===== config.mk =====
export PLATFORM = sky130hd
export DESIGN_NAME = packed_addsub_unit
export DESIGN_NICKNAME = d
export VERILOG_FILES = /design/src/rtl/packed_addsub_unit.sv
export SDC_FILE = /design/constraint.sdc
export NUM_CORES = 2
export LEC_CHECK = 0
export BUFFER_PORTS_ARGS = -buffer_cell sky130_fd_sc_hd__buf_2
export CAP_MARGIN = 15
export CORE_ASPECT_RATIO = 0.5
export CORE_MARGIN = 4
export CORE_UTILIZATION = 58
export CTS_CLUSTER_DIAMETER = 30
export CTS_CLUSTER_SIZE = 12
export DETAILED_ROUTE_END_ITERATION = 12
export PLACE_DENSITY = 0.85
export SLEW_MARGIN = 20
export SYNTH_ARGS = -nofsm -noshare
export SYNTH_HDL_FRONTEND = slang
export SYNTH_SLANG_ARGS = --single-unit

===== constraint.sdc =====
create_clock -name clk -period 1.4 [get_ports clk]
set_input_delay 0 -clock clk [delete_from_list [all_inputs] [get_ports clk]]
set_output_delay 0 -clock clk [all_outputs]
set_load 0.02 [all_outputs]

===== src/rtl/packed_addsub_unit.sv =====
module packed_addsub_unit #(
  parameter int DW = 128
) (
  input  logic          clk,
  input  logic          rst_n,
  input  logic          in_valid,
  input  logic [2:0]    op_sel,
  input  logic [1:0]    lane_sz,
  input  logic          half_only,
  input  logic [DW-1:0] opnd_d,
  input  logic [DW-1:0] opnd_s,
  output logic          out_valid,
  output logic [DW-1:0] out_data
);
  localparam int HW = DW / 2;
  localparam int NB = HW / 8;

  logic [3:0][DW-1:0] add_w, sub_w;
  logic [1:0][DW-1:0] sadd_s, ssub_s, sadd_u, ssub_u, avg_u;
  logic [DW-1:0] sad_v, nxt;
  logic [10:0] acc;
  logic [7:0] bx, by;
  logic ok;

  for (genvar s = 0; s < 4; s++) begin : g_sz
    localparam int LW = 8 << s;
    localparam int NL = DW / LW;
    for (genvar j = 0; j < NL; j++) begin : g_ln
      logic [LW-1:0] a, b;
      assign a = opnd_d[j*LW +: LW];
      assign b = opnd_s[j*LW +: LW];
      assign add_w[s][j*LW +: LW] = a + b;
      assign sub_w[s][j*LW +: LW] = a - b;
      if (s < 2) begin : g_sat
        localparam logic [LW-1:0] SMAX = {1'b0, {(LW-1){1'b1}}};
        localparam logic [LW-1:0] SMIN = {1'b1, {(LW-1){1'b0}}};
        logic [LW:0] us, ud, ss, sd, ap;
        assign us = {1'b0, a} + {1'b0, b};
        assign ud = {1'b0, a} - {1'b0, b};
        assign ss = {a[LW-1], a} + {b[LW-1], b};
        assign sd = {a[LW-1], a} - {b[LW-1], b};
        assign ap = us + {{LW{1'b0}}, 1'b1};
        assign sadd_s[s][j*LW +: LW] = (ss[LW] ^ ss[LW-1]) ? (ss[LW] ? SMIN : SMAX) : ss[LW-1:0];
        assign ssub_s[s][j*LW +: LW] = (sd[LW] ^ sd[LW-1]) ? (sd[LW] ? SMIN : SMAX) : sd[LW-1:0];
        assign sadd_u[s][j*LW +: LW] = us[LW] ? {LW{1'b1}} : us[LW-1:0];
        assign ssub_u[s][j*LW +: LW] = ud[LW] ? {LW{1'b0}} : ud[LW-1:0];
        assign avg_u[s][j*LW +: LW]  = ap[LW:1];
      end
    end
  end

  always_comb begin
    sad_v = '0;
    acc = '0;
    bx = '0;
    by = '0;
    for (int h = 0; h < 2; h++) begin
      acc = '0;
      for (int k = 0; k < NB; k++) begin
        bx = opnd_d[h*HW + k*8 +: 8];
        by = opnd_s[h*HW + k*8 +: 8];
        acc = acc + {3'b000, (bx > by) ? (bx - by) : (by - bx)};
      end
      sad_v[h*HW +: 11] = acc;
    end
  end

  assign ok = (op_sel < 3'd2) || ((op_sel == 3'd7) ? (lane_sz == 2'd0) : !lane_sz[1]);

  always_comb begin
    case (op_sel)
      3'd0: nxt = add_w[lane_sz];
      3'd1: nxt = sub_w[lane_sz];
      3'd2: nxt = sadd_s[lane_sz[0]];
      3'd3: nxt = ssub_s[lane_sz[0]];
      3'd4: nxt = sadd_u[lane_sz[0]];
      3'd5: nxt = ssub_u[lane_sz[0]];
      3'd6: nxt = avg_u[lane_sz[0]];
      default: nxt = sad_v;
    endcase
    if (!ok) nxt = '0;
    if (half_only) nxt[DW-1:HW] = '0;
  end

  always_ff @(posedge clk or negedge rst_n) begin
    if (!rst_n) begin
      out_valid <= 1'b0;
      out_data  <= '0;
    end else begin
      out_valid <= in_valid;
      if (in_valid) out_data <= nxt;
    end
  end

  a_r1_result_follows: assert property (@(posedge clk) disable iff (!rst_n)
    in_valid |=> out_valid);
  a_r1_hold_when_idle: assert property (@(posedge clk) disable iff (!rst_n)
    !in_valid |=> (!out_valid && $stable(out_data)));
  a_r4_usat_add_floor: assert property (@(posedge clk) disable iff (!rst_n)
    (in_valid && op_sel == 3'd4 && lane_sz == 2'd0) |=> out_data[7:0] >= $past(opnd_d[7:0]));
  a_r4_usat_sub_ceiling: assert property (@(posedge clk) disable iff (!rst_n)
    (in_valid && op_sel == 3'd5 && lane_sz == 2'd0) |=> out_data[7:0] <= $past(opnd_d[7:0]));
  a_r6_sad_upper_clear: assert property (@(posedge clk) disable iff (!rst_n)
    (in_valid && op_sel == 3'd7 && lane_sz == 2'd0) |=> (out_data[HW-1:16] == '0 && out_data[DW-1:HW+16] == '0));
  a_r7_unsupported_zero: assert property (@(posedge clk) disable iff (!rst_n)
    (in_valid && ((op_sel >= 3'd2 && op_sel <= 3'd6 && lane_sz[1]) || (op_sel == 3'd7 && lane_sz != 2'd0))) |=> out_data == '0);
  a_r8_half_upper_zero: assert property (@(posedge clk) disable iff (!rst_n)
    (in_valid && half_only) |=> out_data[DW-1:HW] == '0);
endmodule


==> results of run 1 <==
-- routing by layer --
metal,track usage,GRT overflow
met4,1.25,2704
met2,1.67,13600
met1,1.00,1501
met3,1.01,1320
met5,0.939,195
-- repair_timing --
action | in CTS
cloned | 5
gates resized for setup | 782
endpoints found under the hold margin | 131
buffers inserted | 170
endpoints found under the setup margin | 128
hold buffers | 2
pin swaps | 302
-- per-stage QoR --
step / std cells / hold slack [ns] / setup TNS (ns) / setup WS (ns)
floorplan: 8056 / -0.296 / -223.29 / -4.03
global placement: 12400 / -0.0297 / -312.13 / -4.54
detailed placement: 12400 / -0.0185 / -358.55 / -5.12
CTS: 12600 / 0.0123 / -269.16 / -4.34
-- kinds of logic after synthesis --
group,count (synthesis)
compound gates,2965
simple gates,2419
buf+inv,1095
xor+xnor,720
fa+ha+maj,598
mux,130
flops,129
-- Yosys cell counts (all sizes together), types with 34 or more instances --
cell type  number  area [µm²]
mux2i         111        1110
o21a           77         578
nor4          132         888
a2111oi        49         450
and2           63         394
a221oi        103         908
or3            46         288
a211oi        121         908
nand2b         70         438
dfrtp         129        3230
o22ai          65         407
nand3         160         801
o211ai         99         743
fa            142        2840
o21ai         563        2820
a21oi         892        4470
xor2           93         815
xnor2         627        5490
nand2         654        2450
a31oi         132         832
o21bai         88         664
nor2b          99         619
nor3          199        1010
ha            440        5510
a211o          35         307
clkbuf        361        1360
inv           572        2150
nor2          724        2720
buf           130         541
a221o          34         340
o31ai          88         661
o2111ai        35         307
nand4         107         669
a21o          150        1130
a22oi          36         270
and3           45         282
o221ai         71         622
==> impl_metrics.env, run 1 <==
export IMPL_run_status="aborted with a tool error"
export IMPL_failing_step="5_1_grt"
export IMPL_error_line="[ERROR GRT-0116] Global routing finished with congestion. Check the congestion regions in the DRC Viewer."
export IMPL_cts_root_buffer="clkbuf_16"
export IMPL_grt_pass1_vias=130000
export IMPL_hpwl_um=327000
export IMPL_htreeDepth=4
export IMPL_yosys_area_share_simple=0.211
export IMPL_async_reset_ff_frac=1.00
export IMPL_synthesis_area_um2=54400
export IMPL_start_util=0.585
export IMPL_dieHeight_um=225
export IMPL_synth_edf_count=0
export IMPL_synth_distinct_cells=100
export IMPL_grt_pass1_wl_um=909000
export IMPL_syn_instance_count=8056
export IMPL_die_w_um=441
export IMPL_rows=79
export IMPL_gp_congestion=1.33
export IMPL_synth_top_family_by_area="compound AO/OA/AOI/OAI gates"
export IMPL_synth_nets=8903
export IMPL_synth_fa_ha_area_frac=0.156
export IMPL_seq_area_frac_synth=0.0593
export IMPL_ys_flop_type="dfrtp_1"
export IMPL_synth_compound_area_frac=0.356
export IMPL_synthMuxAreaShare=0.0244
export IMPL_io_pins=394
export IMPL_grt_usage=1.22
export IMPL_cts_max_path_buffers=2
export IMPL_overflow=19300
export IMPL_syn_area_per_cell_um2=6.75
export IMPL_synth_xor_area_frac=0.116
export IMPL_grt_max_degree=50
export IMPL_dpl_cell_area_um2=83800
export IMPL_cts_inserted_buffers=17
export IMPL_cts_sinks=129
export IMPL_synth_seq_cells=129
export IMPL_port_buffers=393
export IMPL_yosysWarnings=0
==> run 2, diff against run 1 <==
--- a/config.mk
+++ b/config.mk
@@ -7,13 +7,10 @@
 export LEC_CHECK = 0
 export BUFFER_PORTS_ARGS = -buffer_cell sky130_fd_sc_hd__buf_2
 export CAP_MARGIN = 15
-export CORE_ASPECT_RATIO = 0.5
 export CORE_MARGIN = 4
-export CORE_UTILIZATION = 58
-export CTS_CLUSTER_DIAMETER = 30
-export CTS_CLUSTER_SIZE = 12
+export CORE_UTILIZATION = 40
 export DETAILED_ROUTE_END_ITERATION = 12
-export PLACE_DENSITY = 0.85
+export PLACE_DENSITY_LB_ADDON = 0.15
 export SLEW_MARGIN = 20
 export SYNTH_ARGS = -nofsm -noshare
 export SYNTH_HDL_FRONTEND = slang
==> constraint.sdc (replaced) <==
create_clock -name clk -period 1.8 [get_ports clk]
set_input_delay 0 -clock clk [delete_from_list [all_inputs] [get_ports clk]]
set_output_delay 0 -clock clk [all_outputs]
set_load 0.02 [all_outputs]
==> impl_metrics.env, run 2 <==
export IMPL_crit_path_start="opnd_d[16]"
export IMPL_yosys_area_share_simple=0.211
export IMPL_crit_type="primary input to flip-flop"
export IMPL_register_area_um2=3230
export IMPL_path_delay_family="adder cells"
export IMPL_cts_max_path_buffers=2
export IMPL_final_common_cell="buf_4"
export IMPL_final_nets=12400
export IMPL_hold_violations=0
export IMPL_p_leak_nw=43.1
export IMPL_rr_startpoint="out_data[74]"
export IMPL_synth_compound_area_frac=0.356
export IMPL_run_status="finished with violations"
export IMPL_yosys_top_cells_area="ha_1 (10%), xnor2_1 (10%), a21oi_1 (8.2%), dfrtp_1 (5.9%), fa_1 (5.2%)"
export IMPL_violations="negative setup slack"
export IMPL_synth_top_family_by_area="compound AO/OA/AOI/OAI gates"
export IMPL_vias=85500
export IMPL_syn_area_per_cell_um2=6.75
export IMPL_fin_skew_ns=0
export IMPL_worstMarginPinSlew_ns=0.998
export IMPL_grt_pass1_wl_um=537000
export IMPL_regToRegEndpoint="out_data[74]"
export IMPL_ys_flop_type="dfrtp_1"
export IMPL_synthTopCellsByCount="a21oi_1 (890), nor2_1 (724), nand2_1 (654), xnor2_1 (627), inv_1 (552)"
export IMPL_cp_endpoint="out_data[10]"
export IMPL_dieHeight_um=377
export IMPL_synthesis_area_um2=54400
export IMPL_critical_path_slowest_cell="fa_1"
export IMPL_place_inst=13100
export IMPL_grt_max_degree=47
export IMPL_viasPerCell=6.39
export IMPL_setup_tns_ns=-192.42
export IMPL_finalCoreUtilization=0.696
export IMPL_reg_top3="out_data: 128 flops, out_valid: 1 flops"
export IMPL_setup_viol=128
export IMPL_cp_num_cells=31
export IMPL_drcViolationCount=0
export IMPL_crit_path_start_kind="primary input"
export IMPL_htreeDepth=4
export IMPL_cp_arrival_ns=5.79
export IMPL_core_um2=135000
export IMPL_final_cell_mix="buf_4 (3302), a21oi_1 (726), nor2_1 (654), nand2_1 (621), xnor2_1 (552)"
export IMPL_path_buf_inv=7
export IMPL_synth_distinct_cells=100
export IMPL_synth_nets=8903
export IMPL_gp_congestion=1.15
export IMPL_maxSlewViolCount=0
export IMPL_overflow=0
export IMPL_cts_tree="yes"
export IMPL_grt_usage=0.502
export IMPL_synth_fa_ha_area_frac=0.156
export IMPL_start_util=0.402
export IMPL_grt_antenna_before_repair=31
export IMPL_yosysWarnings=0
export IMPL_syn_instance_count=8056
export IMPL_drtPass1Iterations=7
export IMPL_rsz0062_at_grt="yes"
export IMPL_hp_class="primary input to async pin"
export IMPL_layout_drive_gt1_share=0.453
export IMPL_top_register="out_data"
export IMPL_synth_top_area_share=0.101
export IMPL_largest_reg_flops=128
export IMPL_timing_final_ws_setup_ns=-3.57
export IMPL_seq_area_frac_synth=0.0593
export IMPL_fmax_mhz=186
export IMPL_syn_to_final_growth_pct=73.1
export IMPL_max_slew_margin=0.332
export IMPL_yosys_area_top_type="ha_1"
export IMPL_cp_max_fo=2
export IMPL_hpwl_um=304000
export IMPL_cp_required_ns=2.22
export IMPL_synth_seq_cells=129
export IMPL_synth_xor_area_frac=0.116
export IMPL_r2r_cells=5
export IMPL_slowest_delay_ns=0.50
export IMPL_stdcell_count=13400
export IMPL_endpoint_kind="flip-flop"
export IMPL_cts_root_buffer="clkbuf_16"
export IMPL_p_per_area_nw_per_um2=1100
export IMPL_drv_cap=0
export IMPL_cts_sinks=129
export IMPL_period_needed_ns=5.37
export IMPL_async_reset_ff_frac=1.00
export IMPL_multi_input_area_um2=54500
export IMPL_rows=135
export IMPL_avgRoutedWirePerCell_um=28.3
export IMPL_yosysMostFrequentCell="a21oi_1"
export IMPL_fill_cells=11100
export IMPL_hold_ws_ns=0.0858
export IMPL_die_area_um2=142000
export IMPL_ir_drop_mv=3.48
export IMPL_synthMuxAreaShare=0.0244
export IMPL_port_buffers=393
export IMPL_die_w_um=377
export IMPL_clkLatencyLatePin_ns=0.55
export IMPL_grt_pass1_vias=83100
export IMPL_post_route_period_util=2.98
export IMPL_io_pins=394
export IMPL_ant_nets=0
export IMPL_synth_edf_count=0
export IMPL_cts_inserted_buffers=17
export IMPL_drt_iter0_markers=11600
export IMPL_clk_pin_slew_ns=0.08
export IMPL_reg2reg_setup_slack_ns=-0.45
export IMPL_routed_wl_um=378000
-- run 2: power breakdown --
part	leakage (nW)	total (mW)	switching, mW	internal (mW)
combinational	41.1	95.9	52.5	43.4
sequential	1.72	4.04	0.689	3.35
clock	0.282	4.14	2.18	1.96
total	43.1	104	55.4	48.7
-- run 2: final cells by class --
| type | instances | area share |
|---|---|---|
| Timing Repair Buffer | 3983 | 0.331 |
| Multi-Input combinational cell | 6832 | 0.578 |
| Inverter | 604 | 0.0263 |
| Sequential cell | 129 | 0.0343 |
| Tap cell | 1781 | 0.0237 |
| Clock buffer | 17 | 0.00452 |
| Clock inverter | 15 | 0.00167 |
| Antenna cell | 17 | 0.000452 |
-- run 2: worst min-delay path by stage --
stage | startpoint | endpoint | slack [ns] | cells after the start
2_1_floorplan | rst_n | out_data[0] | -0.30 | 0
3_5_place_dp | rst_n | out_data[4] | -0.07 | 1
5_1_grt | in_valid | out_valid | 0.07 | 3
3_3_place_gp | rst_n | out_data[5] | -0.06 | 1
4_1_cts | in_valid | out_valid | 0.04 | 3
6_report | rst_n | out_data[4] | 0.09 | 3
-- run 2: through the flow --
stage / total power [mW] / setup WS [ns] / instance area [µm²]
final: 104 / -3.57 / 94200
after global routing: 108 / -3.73 / 94200
after CTS: 97.9 / -3.45 / 91500
after detailed placement: 82.3 / -4.35 / 86200
after global placement: 81.1 / -4.35 / 86200
after floorplan: 44.0 / -3.63 / 58200
-- run 2: layer usage --
layer  up-vias  track usage  wire [µm]  part of all wire
met5         -            0        173           0.00046
li1      36500            -          -                 -
met4        24        0.383      37500             0.099
met1     40500        0.595     136000              0.36
met2      6346        0.761     158000              0.42
met3      2076        0.151      47200              0.12
-- run 2: cell families (layout without fill, tap and decap cells) --
| kind of cell | Yosys count | after routing |
|---|---|---|
| compound gates | 2965 | 2965 |
| xor+xnor | 720 | 720 |
| fa+ha+maj | 598 | 598 |
| buf+inv | 1095 | 4619 |
| flops | 129 | 129 |
| mux | 130 | 130 |
| other cells | 0 | 17 |
| simple gates | 2419 | 2419 |
-- run 2: worst min-delay path, stage by stage --
cell and delay [ns]:
dlygate4sd3_1 0.54, buf_6 0.21, buf_12 0.25
-- run 2: timing repair --
| action | CTS | global route |
|---|---|---|
| endpoints found under the setup margin | 128 | 128 |
| gates cloned | 2 | 2 |
| gates resized for setup | 757 | 499 |
| pin swaps | 328 | 282 |
| setup buffers | 204 | 77 |
| hold endpoints to repair | 129 | 0 |
| hold buffers | 2 | 0 |
(Power assumes the default switching activity.)
